===== src/rtl/t3e3_err_cnt_pkg.sv =====
package t3e3_err_cnt_pkg;
  typedef enum logic [1:0] {
    FCNT_SYNC = 2'b00,
    FCNT_FM   = 2'b01,
    FCNT_F    = 2'b10,
    FCNT_M    = 2'b11
  } fcnt_mode_e;
endpackage


===== src/rtl/t3e3_frm_evt_sel.sv =====
module t3e3_frm_evt_sel
  import t3e3_err_cnt_pkg::*;
#(
  parameter int unsigned INC_W = 4
) (
  input  logic             e3_i,
  input  logic [1:0]       mode_i,
  input  logic             gate_i,
  input  logic             sync_loss_i,
  input  logic             fbit_err_i,
  input  logic             mbit_err_i,
  input  logic [INC_W-1:0] fas_bits_i,
  input  logic             fas_word_err_i,
  output logic [INC_W-1:0] inc_o
);
  fcnt_mode_e mode;
  logic [INC_W-1:0] raw;

  assign mode = fcnt_mode_e'(mode_i);

  always_comb begin
    unique case (mode)
      FCNT_SYNC: raw = INC_W'(sync_loss_i);
      FCNT_FM:   raw = e3_i ? fas_bits_i : INC_W'(fbit_err_i) + INC_W'(mbit_err_i);
      FCNT_F:    raw = e3_i ? INC_W'(fas_word_err_i) : INC_W'(fbit_err_i);
      FCNT_M:    raw = e3_i ? '0 : INC_W'(mbit_err_i);
      default:   raw = '0;
    endcase
  end

  // loss-of-sync counting is never gated, only bit/word errors
  assign inc_o = (gate_i && mode != FCNT_SYNC) ? '0 : raw;
endmodule


===== src/rtl/t3e3_par_chk.sv =====
module t3e3_par_chk (
  input  logic e3_i,
  input  logic gate_i,
  input  logic valid_i,
  input  logic p1_i,
  input  logic p2_i,
  input  logic calc_i,
  output logic err_o
);
  logic mismatch;
  // P bits disagree, or agree with each other but not with the computed parity
  assign mismatch = (p1_i ^ p2_i) | (p1_i ^ calc_i);
  assign err_o    = valid_i & ~e3_i & ~gate_i & mismatch;
endmodule


===== src/rtl/t3e3_sat_cnt.sv =====
module t3e3_sat_cnt #(
  parameter int unsigned W     = 16,
  parameter int unsigned INC_W = 4
) (
  input  logic             clk_i,
  input  logic             rst_ni,
  input  logic             clr_i,
  input  logic [INC_W-1:0] inc_i,
  output logic [W-1:0]     cnt_o
);
  logic [W-1:0] cnt_q, base;
  logic [W:0]   sum;

  assign base = clr_i ? '0 : cnt_q;
  assign sum  = {1'b0, base} + {{(W+1-INC_W){1'b0}}, inc_i};

  always_ff @(posedge clk_i or negedge rst_ni) begin
    if (!rst_ni)     cnt_q <= '0;
    else if (sum[W]) cnt_q <= '1;
    else             cnt_q <= sum[W-1:0];
  end

  assign cnt_o = cnt_q;
endmodule


===== src/rtl/t3e3_err_cnt.sv =====
module t3e3_err_cnt #(
  parameter int unsigned CNT_W = 16,
  parameter int unsigned FAS_W = 10,
  localparam int unsigned INC_W = $clog2(FAS_W + 1)
) (
  input  logic             clk_i,
  input  logic             rst_ni,
  input  logic             e3_i,
  input  logic [1:0]       fcnt_mode_i,
  input  logic             cnt_in_lof_i,
  input  logic             lof_i,
  input  logic             sync_loss_i,
  input  logic             fbit_err_i,
  input  logic             mbit_err_i,
  input  logic [INC_W-1:0] fas_bits_i,
  input  logic             fas_word_err_i,
  input  logic             p_valid_i,
  input  logic             p1_i,
  input  logic             p2_i,
  input  logic             p_calc_i,
  input  logic             rd_frm_i,
  input  logic             rd_par_i,
  output logic [CNT_W-1:0] frm_cnt_o,
  output logic [CNT_W-1:0] par_cnt_o
);
  logic             gate;
  logic [INC_W-1:0] frm_inc;
  logic             par_err;

  assign gate = lof_i & ~cnt_in_lof_i;

  t3e3_frm_evt_sel #(.INC_W(INC_W)) i_frm_sel (
    .e3_i          (e3_i),
    .mode_i        (fcnt_mode_i),
    .gate_i        (gate),
    .sync_loss_i   (sync_loss_i),
    .fbit_err_i    (fbit_err_i),
    .mbit_err_i    (mbit_err_i),
    .fas_bits_i    (fas_bits_i),
    .fas_word_err_i(fas_word_err_i),
    .inc_o         (frm_inc)
  );

  t3e3_par_chk i_par_chk (
    .e3_i   (e3_i),
    .gate_i (gate),
    .valid_i(p_valid_i),
    .p1_i   (p1_i),
    .p2_i   (p2_i),
    .calc_i (p_calc_i),
    .err_o  (par_err)
  );

  t3e3_sat_cnt #(.W(CNT_W), .INC_W(INC_W)) i_frm_cnt (
    .clk_i (clk_i),
    .rst_ni(rst_ni),
    .clr_i (rd_frm_i),
    .inc_i (frm_inc),
    .cnt_o (frm_cnt_o)
  );

  t3e3_sat_cnt #(.W(CNT_W), .INC_W(1)) i_par_cnt (
    .clk_i (clk_i),
    .rst_ni(rst_ni),
    .clr_i (rd_par_i),
    .inc_i (par_err),
    .cnt_o (par_cnt_o)
  );
endmodule


===== config.mk =====
export PLATFORM = sky130hd
export DESIGN_NAME = t3e3_err_cnt
export DESIGN_NICKNAME = d
export VERILOG_FILES = /design/src/rtl/t3e3_err_cnt_pkg.sv /design/src/rtl/t3e3_frm_evt_sel.sv /design/src/rtl/t3e3_par_chk.sv /design/src/rtl/t3e3_sat_cnt.sv /design/src/rtl/t3e3_err_cnt.sv
export SDC_FILE = /design/constraint.sdc
export NUM_CORES = 1
export LEC_CHECK = 0
export ABC_AREA = 0
export BUFFER_PORTS_ARGS = -buffer_cell sky130_fd_sc_hd__buf_2
export CAP_MARGIN = 0
export CORE_MARGIN = 2
export CORE_UTILIZATION = 48
export CTS_BUF_LIST = sky130_fd_sc_hd__clkbuf_4 sky130_fd_sc_hd__clkbuf_8 sky130_fd_sc_hd__clkbuf_16
export CTS_CLUSTER_DIAMETER = 50
export DETAILED_ROUTE_END_ITERATION = 7
export PLACE_DENSITY = 0.76
export RECOVER_POWER = 50
export SYNTH_ARGS = -nofsm -noshare
export SYNTH_HDL_FRONTEND = slang
export SYNTH_SLANG_ARGS = --single-unit

===== constraint.sdc =====
create_clock -name clk_i -period 2.47 [get_ports clk_i]
set_clock_uncertainty 0.2 [all_clocks]
set_input_delay 0.494 -clock clk_i [delete_from_list [all_inputs] [get_ports clk_i]]
set_output_delay 0.494 -clock clk_i [all_outputs]
set_load 0.05 [all_outputs]

### Word-level counts from Yosys, hierarchy flattened

Index checks and enable logic that the tools add are counted.

* add/subtract/negate cells: 3
* div/mod/pow operators: 0
* reduce and logical (&&, ||, !) cells: 3
* shift-type cells: 0
* magnitude comparators: 0
* bitwise operators: 10
* equality and inequality tests: 3
* multiply operators: 0
* muxes and demuxes: 9

Operator list (number)
* $mux W16: 4
* $add A16 B1 Y17: 1
* $add A16 B4 Y17: 1
* $pmux W4 S4: 1
* $mux W4: 2
* $and A1 B1 Y1: 4
* $eq A2 B2 Y1 const B: 2
* $not A1 Y1: 3
* $add A1 B1 Y2: 1
* $eq A2 B1 Y1 const B: 1
* $logic_not A2 Y1: 1
* $mux W1: 2
* $reduce_bool A2 Y1: 1
* $xor A1 B1 Y1: 2
* $logic_and A1 B1 Y1: 1
* $or A1 B1 Y1: 1

* bits in read-only memories: 0
* memories kept: 0
* latch bits: 0
* RAM bits: 0
* output and inout bits: 32
* bits in registers: 32
* input port bits: 21

### Logic depth before layout (Yosys ltp)

Gate-level depths: netlist of the first run.

* depth after elaboration: 7
* mapped depth: 11
* depth with buffers taken out: 10

### Cells and area by module

A second synthesis of the first run with hierarchy kept.

* cells, all modules: 191
* area, all modules: 2013.2 µm²

By module, submodules not included
* t3e3_sat_cnt (i_frm_cnt): sequential area each 400.4 µm², cells an instance 89, instances 1, area an instance 955.9 µm²
* t3e3_sat_cnt (i_par_cnt): sequential area each 400.4 µm², cells an instance 83, instances 1, area an instance 903.4 µm²
* t3e3_frm_evt_sel: sequential area each 0.0 µm², cells an instance 14, instances 1, area an instance 115.1 µm²
* t3e3_par_chk: sequential area each 0.0 µm², cells an instance 4, instances 1, area an instance 25.0 µm²
* t3e3_err_cnt: sequential area each 0.0 µm², cells an instance 1, instances 1, area an instance 13.8 µm²

### Worst setup path after synthesis of the first run

OpenSTA, ideal clock, no wires.

* kind: input to register
* start: input fbit_err_i
* end: register i_frm_cnt.cnt_q[15], in the netlist i_frm_cnt.cnt_o[15]
* data arrival time: 2.898 ns
* cell stages on the path: 11
* library setup time: 0.133 ns
* path slack: -0.761 ns
* cell sequence: ha_1 mux2_2 a31oi_1 o21ai_0 ha_1 fa_1 a211oi_1 nor3_1 nand2_1 buf_2 o211ai_1

* word-level cells in the longest chain between the ends: 6
* elaborated cells between the ends (all ways): 7
* classes of those cells: add/sub (2); mux (5)

RTL lines
* start, declared: line t3e3_err_cnt.sv:13 `input logic fbit_err_i,`
* $add A1 B1 Y2: line t3e3_frm_evt_sel.sv:24 `FCNT_FM: raw = e3_i ? fas_bits_i : INC_W'(fbit_err_i) + INC_W'(mbit_err_i);`
* $mux W4: line t3e3_frm_evt_sel.sv:24
* $pmux W4 S4 *: line t3e3_frm_evt_sel.sv:22 `unique case (mode)`
* $mux W4 *: line t3e3_frm_evt_sel.sv:32 `assign inc_o = (gate_i && mode != FCNT_SYNC) ? '0 : raw;`
* $add A16 B4 Y17 *: line t3e3_sat_cnt.sv:15 `assign sum = {1'b0, base} + {{(W+1-INC_W){1'b0}}, inc_i};`
* $mux W16 *: line t3e3_sat_cnt.sv:19 `else if (sum[W]) cnt_q <= '1;`
* end signal, assigned: line t3e3_sat_cnt.sv:20 `else cnt_q <= sum[W-1:0];`
* end, declared: line t3e3_sat_cnt.sv:11 `logic [W-1:0] cnt_q, base;`

Mark *: on every way between the ends. The rest lies on a longest branch, timed or not.

### Worst setup path after layout of the first run

* start: input fbit_err_i
* end: register i_frm_cnt.cnt_q[7], in the netlist i_frm_cnt.cnt_o[7]

The elaborated chain is that of the path after synthesis.

==> impl_metrics.env, run 1 <==
export IMPL_finish_net_count=337
export IMPL_antennaDiodeCount=0
export IMPL_initial_core_util=0.506
export IMPL_clock_power_share=0.371
export IMPL_final_setup_violations=18
export IMPL_p_int_mw=0.873
export IMPL_power_frac_comb=0.172
export IMPL_syn_inst=214
export IMPL_timing_hold_worst_class="in2reg"
export IMPL_dieHeight_um=69.7
export IMPL_synth_avg_cell_area_um2=9.67
export IMPL_synth_ff_latch_count=32
export IMPL_ratio_of_cells_with_drive_above_1_in_the_final_layout=0.443
export IMPL_numClockSinks=32
export IMPL_post_route_period_util=1.06
export IMPL_via_count_of_the_first_global_routing_pass=1936
export IMPL_placeableCoreArea_um2=4090
export IMPL_synth_ff_type="sky130_fd_sc_hd__dfrtp_1"
export IMPL_synthDominantCellAreaShare=0.387
export IMPL_yosys_top_cell_by_area="sky130_fd_sc_hd__dfrtp_1"
export IMPL_post_layout_nonfiller_instances=359
export IMPL_power_static_leakage_nw=1.53
export IMPL_final_hold_violation_count=0
export IMPL_placement_rows=23
export IMPL_worstSetupPathType="in2reg"
export IMPL_design_die_area_um2=4850
export IMPL_max_freq_mhz=380
export IMPL_hold_fix_buffer_count_after_cts=0
export IMPL_wire_length_of_the_first_global_routing_pass_um=8760
export IMPL_setup_ws_ns=-0.159
export IMPL_grtUsageTotal=0.223
export IMPL_synth_sequential_area_ratio=0.387
export IMPL_tritoncts="done"
export IMPL_critical_path_required_ns=2.44
export IMPL_ctsLongestPathBuffers=2
export IMPL_worst_setup_path_start_kind="input pin"
export IMPL_chipWidth_um=69.7
export IMPL_place_port_buffers=52
export IMPL_failing_checks="capacitance limit, slew limit, setup timing"
export IMPL_dr_first_iter_drc_count=131
export IMPL_cp_arrival_ns=2.59
export IMPL_async_flop_share=1.00
export IMPL_grt_max_degree=33
export IMPL_rsz0062_at_grt="yes"
export IMPL_outcome="finished, violations left"
export IMPL_tightestPinTransition_ns=1.70
export IMPL_htree_levels=2
export IMPL_gp_routability_congestion=0.806
export IMPL_routed_via_count=2015
export IMPL_finalWirelength_um=5550
export IMPL_irDropWorstVdd_mv=0.276
export IMPL_timing_critical_path_to_type="register"
export IMPL_syn_num_nets=243
export IMPL_antenna_violations_before_repair=0
export IMPL_synth_area_um2=2070
export IMPL_cts_made_buffers=5
export IMPL_numPlacedInstances=341
export IMPL_clock_latency_ns=0.28
export IMPL_detailed_place_hpwl_um=3610
export IMPL_share_seq_of_total_power=0.456
export IMPL_synth_edf_count=0
export IMPL_yosys_top_cells_area="sky130_fd_sc_hd__dfrtp_1, sky130_fd_sc_hd__xnor2_1, sky130_fd_sc_hd__nor2b_1"
export IMPL_worstPathMaxFanout=8
export IMPL_synthesis_warning_total=0
export IMPL_drt_antenna_violating_nets=0
export IMPL_slew_limit_headroom=-0.135
export IMPL_clkTransAtPathRegs_ns=0.07
export IMPL_fin_worst_hold_slack_ns=0.344
export IMPL_timing_final_max_slew_violations=33
export IMPL_post_route_drc_count=0
export IMPL_layout_area_overhead_vs_synth_pct=44.4
export IMPL_power_density_nw_per_um2=398
export IMPL_routed_wire_per_std_cell_um=15.5
export IMPL_via_per_inst=5.61
export IMPL_clock_root_buffer="sky130_fd_sc_hd__clkbuf_8"
export IMPL_yosysUniqueCellTypes=49
export IMPL_floorplan_io_pins=53
export IMPL_clock_period_minus_final_worst_setup_slack_ns=2.63
export IMPL_net_switching_power_mw=0.318
export IMPL_cap_violations=1
export IMPL_drtPass1Iterations=4
export IMPL_netSwitchingFraction=0.267
export IMPL_overflow=0
path summary, 6_finish.rpt:
check	slack [ns]	cells after the start	start	endpoint
worst max-delay path	-0.16	13	fbit_err_i	i_frm_cnt.cnt_o[7]$_DFF_PN0_
worst min register to register	0.41	2	i_par_cnt.cnt_o[8]$_DFF_PN0_	i_par_cnt.cnt_o[8]$_DFF_PN0_
worst max register to register	0.17	7	i_par_cnt.cnt_o[0]$_DFF_PN0_	i_par_cnt.cnt_o[1]$_DFF_PN0_
worst min-delay path	0.34	3	rd_par_i	i_par_cnt.cnt_o[5]$_DFF_PN0_
min in group asynchronous	0.45	1	rst_ni	i_par_cnt.cnt_o[6]$_DFF_PN0_
max in group asynchronous	0.63	1	rst_ni	i_par_cnt.cnt_o[14]$_DFF_PN0_
routing by layer:
| metal | GRT usage | share of wire | vias to the layer above |
|---|---|---|---|
| met2 | 0.385 | 0.51 | 56 |
| met1 | 0.283 | 0.43 | 983 |
| met5 | 0 | 0 | - |
| li1 | - | - | 968 |
| met4 | 0.0513 | 0.011 | 0 |
| met3 | 0.0552 | 0.050 | 8 |
worst max-delay path: stages:
cell and delay (ns):
sky130_fd_sc_hd__buf_8 0.10, sky130_fd_sc_hd__ha_4 0.22, sky130_fd_sc_hd__mux2_4 0.26, sky130_fd_sc_hd__a31oi_1 0.12, sky130_fd_sc_hd__o21ai_1 0.08, sky130_fd_sc_hd__ha_2 0.19, sky130_fd_sc_hd__fa_2 0.39, sky130_fd_sc_hd__a211oi_4 0.24
sky130_fd_sc_hd__buf_6 0.14, sky130_fd_sc_hd__nor3_4 0.03, sky130_fd_sc_hd__nand2_2 0.10, sky130_fd_sc_hd__buf_6 0.16, sky130_fd_sc_hd__nand3_2 0.06
area by class of cell:
type | instances | area, um^2
Tap cell | 50 | 62.6
Clock buffer | 8 | 97.6
Multi-Input combinational cell | 172 | 1390
Inverter | 5 | 18.8
Timing Repair Buffer | 92 | 617
Fill cell | 288 | 1100
Sequential cell | 32 | 801
sequential cells by signal (all words and copies together), names as in the netlist:
| signal | flops |
|---|---|
| i_frm_cnt.cnt_o | 16 |
| i_par_cnt.cnt_o | 16 |
cells in the final DEF, fill, tap and decap left out, types with 4 or more instances in the layout:
cell,count
sky130_fd_sc_hd__a21oi_1,5
sky130_fd_sc_hd__buf_2,43
sky130_fd_sc_hd__buf_4,37
sky130_fd_sc_hd__buf_6,9
sky130_fd_sc_hd__clkbuf_8,6
sky130_fd_sc_hd__dfrtp_1,32
sky130_fd_sc_hd__inv_1,5
sky130_fd_sc_hd__mux2i_1,5
sky130_fd_sc_hd__nand2_1,10
sky130_fd_sc_hd__nand2_2,7
sky130_fd_sc_hd__nand2b_1,6
sky130_fd_sc_hd__nand3_1,6
sky130_fd_sc_hd__nand3_2,5
sky130_fd_sc_hd__nand4_1,4
sky130_fd_sc_hd__nand4b_1,7
sky130_fd_sc_hd__nor2_1,8
sky130_fd_sc_hd__nor2b_1,18
sky130_fd_sc_hd__nor3_1,7
sky130_fd_sc_hd__nor4_1,4
sky130_fd_sc_hd__o21ai_2,7
sky130_fd_sc_hd__xnor2_1,15
through the flow:
step	instance area [um^2]	util	setup slack, ns	setup TNS [ns]	power (mW)
3_3_place_gp	2660	0.652	-0.428	-8.50	0.731
3_5_place_dp	2660	0.652	-0.480	-10.15	0.733
6_report	2990	0.731	-0.159	-2.26	1.19
2_1_floorplan	2170	-	-0.308	-4.24	0.664
4_1_cts	2860	0.700	-0.211	-2.99	1.18
5_1_grt	2990	0.731	-0.224	-3.89	1.24
power by group through the flow:
stage	Clock [mW]	Combinational, mW	Sequential (mW)
after floorplan	0	0.0648	0.599
after global placement	0	0.179	0.552
after detailed placement	0	0.181	0.553
after CTS	0.450	0.190	0.543
after global routing	0.475	0.221	0.544
final	0.442	0.205	0.543
repair_timing:
action / 4_1_cts / 5_1_grt
endpoints found under the setup margin: 17 / 22
resized for setup: 18 / 18
cloned: 1 / 0
pin swaps: 10 / 12
endpoints found under the hold margin: 0 / 0
buffers inserted: 3 / 6
synthesized netlist by cell type (2+ instances only):
master	n
sky130_fd_sc_hd__and3_1	3
sky130_fd_sc_hd__buf_2	3
sky130_fd_sc_hd__o21ai_0	6
sky130_fd_sc_hd__nand4_1	4
sky130_fd_sc_hd__a311oi_1	2
sky130_fd_sc_hd__o31ai_1	2
sky130_fd_sc_hd__clkbuf_1	2
sky130_fd_sc_hd__xnor2_1	15
sky130_fd_sc_hd__nand2b_1	8
sky130_fd_sc_hd__o211ai_1	3
sky130_fd_sc_hd__nand2_1	14
sky130_fd_sc_hd__nor3_1	8
sky130_fd_sc_hd__nand3b_1	3
sky130_fd_sc_hd__nor2b_1	18
sky130_fd_sc_hd__nor2_1	8
sky130_fd_sc_hd__xor2_1	2
sky130_fd_sc_hd__or2b_1	2
sky130_fd_sc_hd__a21oi_1	5
sky130_fd_sc_hd__nor3b_1	2
sky130_fd_sc_hd__mux2i_1	5
sky130_fd_sc_hd__a31oi_1	2
sky130_fd_sc_hd__nor4_1	6
sky130_fd_sc_hd__ha_1	7
sky130_fd_sc_hd__inv_1	5
sky130_fd_sc_hd__nand2_2	4
sky130_fd_sc_hd__nor4b_1	2
sky130_fd_sc_hd__dfrtp_1	32
sky130_fd_sc_hd__o21ai_2	5
sky130_fd_sc_hd__nand3_1	10
sky130_fd_sc_hd__nand4b_1	7
cells by family after synthesis:
family	share of synthesized area
muxes	0.0296
buffers and inverters	0.0254
and+or+nand+nor	0.327
DFF	0.387
xor gates and xnor gates	0.0720
AOI/OAI and AO/OA	0.107
adders and majority gates	0.0520
No activity file was read; power rests on OpenSTA's default activity.
==> run 2, diff against run 1 <==
- BUFFER_PORTS_ARGS: -buffer_cell sky130_fd_sc_hd__buf_2 -> -buffer_cell sky130_fd_sc_hd__buf_4
- PLACE_DENSITY: 0.76 -> 0.84
==> impl_metrics.env, run 2 (synthesis gave the netlist of run 1 again) <==
export IMPL_timing_critical_path_to_type="register"
export IMPL_r2r_start="i_par_cnt.cnt_o[0]$_DFF_PN0_"
export IMPL_cts_made_buffers=5
export IMPL_gp_routability_congestion=0.812
export IMPL_rsz0062_at_grt="yes"
export IMPL_seq_area_um2=801
export IMPL_dieHeight_um=69.7
export IMPL_layout_area_overhead_vs_synth_pct=40.6
export IMPL_highest_count_cells_in_the_layout_ignoring_fill_and_taps="sky130_fd_sc_hd__buf_4, sky130_fd_sc_hd__dfrtp_1, sky130_fd_sc_hd__nor2b_1"
export IMPL_failing_checks="setup timing"
export IMPL_clkTransAtPathRegs_ns=0.07
export IMPL_route_layer_met1_wl_um=2270
export IMPL_via_per_inst=5.68
export IMPL_final_setup_violations=16
export IMPL_overflow=0
export IMPL_design_die_area_um2=4850
export IMPL_via_count_of_the_first_global_routing_pass=2029
export IMPL_grt_max_degree=33
export IMPL_place_port_buffers=52
export IMPL_worstSetupPathType="in2reg"
export IMPL_slew_limit_headroom=0.478
export IMPL_final_total_negative_setup_slack_ns=-2.04
export IMPL_finalWirelength_um=5270
export IMPL_grtUsageTotal=0.234
export IMPL_worst_hold_startpoint="rd_frm_i"
export IMPL_clock_root_buffer="sky130_fd_sc_hd__clkbuf_8"
export IMPL_clock_period_minus_final_worst_setup_slack_ns=2.63
export IMPL_routed_via_count=1937
export IMPL_wire_length_of_the_first_global_routing_pass_um=9260
export IMPL_worst_setup_path_start_kind="input pin"
export IMPL_finish_net_count=319
export IMPL_floorplan_io_pins=53
export IMPL_worstPathMaxFanout=5
export IMPL_critical_path_startpoint="fbit_err_i"
export IMPL_power_density_nw_per_um2=431
export IMPL_antenna_violations_before_repair=0
export IMPL_pre_cts_ws_ns=-0.524
export IMPL_chipWidth_um=69.7
export IMPL_placeableCoreArea_um2=4090
export IMPL_post_route_period_util=1.07
export IMPL_post_route_drc_count=0
export IMPL_routed_wire_per_std_cell_um=15.5
export IMPL_fill_cells=310
export IMPL_clock_latency_ns=0.30
export IMPL_met2_wire_length_um=2680
export IMPL_wl_met3_um=239
export IMPL_max_freq_mhz=380
export IMPL_outcome="finished, violations left"
export IMPL_irDropWorstVdd_mv=0.334
export IMPL_drt_antenna_violating_nets=0
export IMPL_htree_levels=2
export IMPL_detailed_place_hpwl_um=3680
export IMPL_ctsLongestPathBuffers=2
export IMPL_placement_rows=23
export IMPL_timing_final_max_slew_violations=0
export IMPL_r2r_cells=7
export IMPL_hold_depth=2
export IMPL_critical_path_required_ns=2.46
export IMPL_numClockSinks=32
export IMPL_dr_first_iter_drc_count=98
export IMPL_tritoncts="done"
export IMPL_post_cts_repair_setup_buffers=0
export IMPL_initial_core_util=0.506
export IMPL_cap_violations=0
export IMPL_setup_ws_ns=-0.162
export IMPL_fin_total_pwr_mw=1.25
export IMPL_ratio_of_cells_with_drive_above_1_in_the_final_layout=0.385
export IMPL_layout_commonest_cell="sky130_fd_sc_hd__buf_4"
export IMPL_multiInputGateArea_um2=1370
export IMPL_power_static_leakage_nw=1.39
export IMPL_top_metal_layer_carrying_routed_signals="met4"
export IMPL_antennaDiodeCount=0
export IMPL_final_hold_violation_count=0
export IMPL_tightestPinTransition_ns=0.783
export IMPL_drtPass1Iterations=4
export IMPL_timing_hold_worst_class="in2reg"
export IMPL_cp_arrival_ns=2.62
run 2: what timing repair did:
action                     4_1_cts  5_1_grt
resized for setup                8       13
hold buffers                     1        0
setup endpoints to repair       16       22
gates cloned                     0        1
pin swaps                        4        1
hold endpoints to repair        32        0
run 2: layer usage:
layer  GRT usage  vias up
li1            -      934
met1       0.292      933
met2       0.405       59
met3      0.0407       11
met4      0.0897        0
met5           0        -
run 2: final cells by class:
class	count	share of cell area
timing repair buffer	74	0.188
clock inverter	2	0.0120
inverter	5	0.00645
clock buffer	6	0.0262
tap	50	0.0215
sequential	32	0.275
multi-input combinational	172	0.470
run 2: worst paths after layout:
path	to	slack, ns
hold / removal	i_frm_cnt.cnt_o[6]$_DFF_PN0_	0.30
setup / recovery	i_frm_cnt.cnt_o[8]$_DFF_PN0_	-0.16
setup reg to reg	i_par_cnt.cnt_o[0]$_DFF_PN0_	0.25
max in group asynchronous	i_frm_cnt.cnt_o[10]$_DFF_PN0_	0.96
min in group asynchronous	i_par_cnt.cnt_o[8]$_DFF_PN0_	0.61
hold reg to reg	i_par_cnt.cnt_o[8]$_DFF_PN0_	0.42
run 2: critical path, stage by stage:
cell and delay [ns]:
sky130_fd_sc_hd__buf_8 0.10, sky130_fd_sc_hd__ha_4 0.22, sky130_fd_sc_hd__mux2_4 0.26, sky130_fd_sc_hd__a31oi_1 0.13, sky130_fd_sc_hd__o21ai_1 0.09, sky130_fd_sc_hd__ha_2 0.18
sky130_fd_sc_hd__fa_2 0.36, sky130_fd_sc_hd__a211oi_4 0.34, sky130_fd_sc_hd__buf_4 0.19, sky130_fd_sc_hd__nor3_2 0.04, sky130_fd_sc_hd__xnor2_1 0.14, sky130_fd_sc_hd__nand2_1 0.07
run 2: per-stage QoR:
step / std cells / hold WS [ns] / util / cell area [um^2]
2_1_floorplan: 214 / -0.00159 / - / 2170
3_3_place_gp: 331 / 0.252 / 0.665 / 2720
3_5_place_dp: 331 / 0.255 / 0.665 / 2720
4_1_cts: 340 / 0.291 / 0.702 / 2870
5_1_grt: 341 / 0.313 / 0.712 / 2910
6_report: 341 / 0.297 / 0.712 / 2910
run 2: power breakdown:
group / internal, mW / switching [mW] / total [mW]
logic: 0.0764 / 0.111 / 0.187
clock network: 0.310 / 0.212 / 0.522
registers: 0.537 / 0.00795 / 0.545
total: 0.923 / 0.331 / 1.25
==> run 3, diff against run 2 <==
- PLACE_DENSITY: 0.84 -> 0.85
- SYNTH_HIERARCHICAL: default -> 1
==> impl_metrics.env, run 3 <==
export IMPL_drtPass1Iterations=4
export IMPL_most_common_cell_type_on_the_critical_path="sky130_fd_sc_hd__nand3_2"
export IMPL_r2r_cells=7
export IMPL_drt_antenna_violating_nets=0
export IMPL_synthDominantCellAreaShare=0.398
export IMPL_timing_hold_worst_class="reg2reg"
export IMPL_regToRegSetupSlack_ns=0.33
export IMPL_finish_net_count=295
export IMPL_cap_violations=0
export IMPL_floorplan_io_pins=53
export IMPL_cts_made_buffers=5
export IMPL_power_static_leakage_nw=1.37
export IMPL_grtUsageTotal=0.219
export IMPL_via_per_inst=5.51
export IMPL_syn_inst=191
export IMPL_detailed_place_hpwl_um=3460
export IMPL_via_count_of_the_first_global_routing_pass=1664
export IMPL_layout_commonest_cell="sky130_fd_sc_hd__buf_4"
export IMPL_dr_first_iter_drc_count=91
export IMPL_overflow=0
export IMPL_hold_depth=2
export IMPL_yosysUniqueCellTypes=53
export IMPL_tritoncts="done"
export IMPL_min_to="i_par_cnt/cnt_o[14]$_DFF_PN0_"
export IMPL_clock_latency_ns=0.29
export IMPL_post_route_drc_count=0
export IMPL_synth_ff_type="sky130_fd_sc_hd__dfrtp_1"
export IMPL_synth_avg_cell_area_um2=10.5
export IMPL_synthesis_warning_total=6
export IMPL_final_setup_violations=16
export IMPL_wire_length_of_the_first_global_routing_pass_um=7580
export IMPL_place_port_buffers=52
export IMPL_tightestPinTransition_ns=0.804
export IMPL_layout_area_overhead_vs_synth_pct=42.3
export IMPL_outcome="finished, violations left"
export IMPL_slew_limit_headroom=0.464
export IMPL_yosys_top_cell_by_area="sky130_fd_sc_hd__dfrtp_1"
export IMPL_worst_hold_startpoint="i_par_cnt/cnt_o[14]$_DFF_PN0_"
export IMPL_chipWidth_um=68.8
export IMPL_crit_slowest_cell="sky130_fd_sc_hd__fa_2"
export IMPL_postLayoutCoreUtil=0.711
export IMPL_routed_wire_per_std_cell_um=15.5
export IMPL_highest_count_cells_in_the_layout_ignoring_fill_and_taps="sky130_fd_sc_hd__buf_4, sky130_fd_sc_hd__dfrtp_1, sky130_fd_sc_hd__xnor2_1"
export IMPL_failing_checks="setup timing"
export IMPL_routed_via_count=1746
export IMPL_dieHeight_um=68.8
export IMPL_clock_period_minus_final_worst_setup_slack_ns=2.56
export IMPL_finalWirelength_um=4920
export IMPL_crit_path_cell_trace="buf_8, ha_4, mux2_4, a22oi_2, nand3_2, ha_4, fa_2, nand3_2, nand2_2, nand3_2, o21ai_0"
export IMPL_max_freq_mhz=390
export IMPL_pre_cts_ws_ns=-0.478
export IMPL_ctsLongestPathBuffers=2
export IMPL_path_delay_family="adder cells"
export IMPL_placement_rows=23
export IMPL_initial_core_util=0.500
export IMPL_syn_num_nets=220
export IMPL_leading_cell_types_by_count_after_synthesis="sky130_fd_sc_hd__dfrtp_1, sky130_fd_sc_hd__xnor2_1, sky130_fd_sc_hd__o21ai_0, sky130_fd_sc_hd__o21ai_2, sky130_fd_sc_hd__nand2_1"
export IMPL_design_die_area_um2=4730
export IMPL_timing_rr_end="i_frm_cnt/cnt_o[13]$_DFF_PN0_"
export IMPL_post_route_period_util=1.04
export IMPL_fill_cells=301
export IMPL_ratio_of_cells_with_drive_above_1_in_the_final_layout=0.464
export IMPL_clock_root_buffer="sky130_fd_sc_hd__clkbuf_8"
export IMPL_clkTransAtPathRegs_ns=0.07
export IMPL_r2r_start="i_frm_cnt/cnt_o[3]$_DFF_PN0_"
export IMPL_grt_max_degree=33
export IMPL_synth_sequential_area_ratio=0.398
export IMPL_worstPathMaxFanout=14
export IMPL_worstSetupPathType="in2reg"
export IMPL_cp_arrival_ns=2.52
export IMPL_placeableCoreArea_um2=4030
export IMPL_setup_ws_ns=-0.0938
export IMPL_async_flop_share=1.00
export IMPL_timing_critical_path_to_type="register"
export IMPL_rsz0062_at_grt="yes"
export IMPL_antenna_violations_before_repair=0
export IMPL_timing_final_max_slew_violations=0
export IMPL_antennaDiodeCount=0
export IMPL_synth_ff_latch_count=32
export IMPL_htree_levels=2
export IMPL_irDropWorstVdd_mv=0.294
export IMPL_worst_setup_path_start_kind="input pin"
export IMPL_synth_edf_count=0
export IMPL_gp_routability_congestion=0.771
export IMPL_numClockSinks=32
export IMPL_synth_area_um2=2010
export IMPL_yosys_top_cells_area="sky130_fd_sc_hd__dfrtp_1, sky130_fd_sc_hd__xnor2_1, sky130_fd_sc_hd__o21ai_2"
export IMPL_power_density_nw_per_um2=409
export IMPL_final_hold_violation_count=0
export IMPL_worst_path_largest_cell_delay_ns=0.37
export IMPL_critPathBufInv=1
export IMPL_yosys_cell_count_top_type="sky130_fd_sc_hd__dfrtp_1"
export IMPL_critical_path_required_ns=2.43
==> run 3: cell count changes after synthesis, sizes merged, moves of 3 or more <==
cell,delta
nor2b,-10
xor2,+4
nand4b,-7
nand2,-9
nand3b,-3
nand2b,-6
nand4,+4
and3,+5
nand3,-3
o21ai,+11
==> run 3: per-layer routing <==
metal  GRT usage  routed length, um  vias to the layer above
met5           0                  0                        -
met4       0.118                111                        0
met3      0.0325                191                        9
met2       0.358               2500                       50
met1       0.280               2120                      842
li1            -                  -                      845
==> run 3: cell families after synthesis <==
family                     Yosys count  synth area share
muxes                                4            0.0205
DFF                                 32             0.398
xor gates and xnor gates            22            0.0957
buffers and inverters               11            0.0348
and+or+nand+nor                     76             0.268
adders and majority gates            8            0.0534
AOI/OAI and AO/OA                   38             0.130
==> run 3: cell type report <==
class	count	area, um^2	area share
clock inverter	2	10.0	0.00349
sequential	32	801	0.280
timing repair buffer	74	564	0.197
inverter	5	18.8	0.00655
multi-input combinational	148	1330	0.463
clock buffer	6	82.6	0.0288
tap	50	62.6	0.0218
==> run 3: worst max path at each step <==
| stage | startpoint | endpoint | cells past startpoint |
|---|---|---|---|
| after CTS | fbit_err_i | i_frm_cnt/cnt_o[3]$_DFF_PN0_ | 11 |
| after detailed placement | fbit_err_i | i_frm_cnt/cnt_o[7]$_DFF_PN0_ | 11 |
| final | fbit_err_i | i_frm_cnt/cnt_o[3]$_DFF_PN0_ | 11 |
| after global placement | fbit_err_i | i_frm_cnt/cnt_o[6]$_DFF_PN0_ | 12 |
| after global routing | e3_i | i_frm_cnt/cnt_o[14]$_DFF_PN0_ | 11 |
| after floorplan | fbit_err_i | i_frm_cnt/cnt_o[6]$_DFF_PN0_ | 11 |
==> run 3: stage by stage <==
stage / cell area (um^2) / total power, mW / hold WS [ns] / cells / TNS, ns
2_1_floorplan: 2090 / 0.665 / -0.00159 / 191 / -2.14
3_3_place_gp: 2650 / 0.750 / 0.252 / 306 / -8.45
3_5_place_dp: 2650 / 0.756 / 0.256 / 306 / -10.60
4_1_cts: 2800 / 1.18 / 0.395 / 315 / -0.676
5_1_grt: 2860 / 1.21 / 0.417 / 317 / -2.12
6_report: 2860 / 1.17 / 0.385 / 317 / -0.951
==> run 3: tightest hold or removal path, cell delays in order (launching register included) <==
cell	delay (ns)
sky130_fd_sc_hd__dfrtp_1	0.39
sky130_fd_sc_hd__nand2_1	0.08
sky130_fd_sc_hd__mux2i_1	0.07
==> run 3: repair_timing <==
action | in CTS | in global routing
hold endpoints to repair | 32 | 0
buffers inserted | 0 | 2
gates resized for setup | 10 | 14
setup endpoints to repair | 16 | 30
hold buffers | 1 | 0
gates cloned | 0 | 0
pin swaps | 4 | 4
==> run 3: power breakdown <==
part | internal [mW] | switching, mW | leakage [nW] | total, mW
clock network | 0.222 | 0.198 | 0.0510 | 0.420
logic | 0.0796 | 0.126 | 0.876 | 0.205
registers | 0.537 | 0.00805 | 0.443 | 0.545
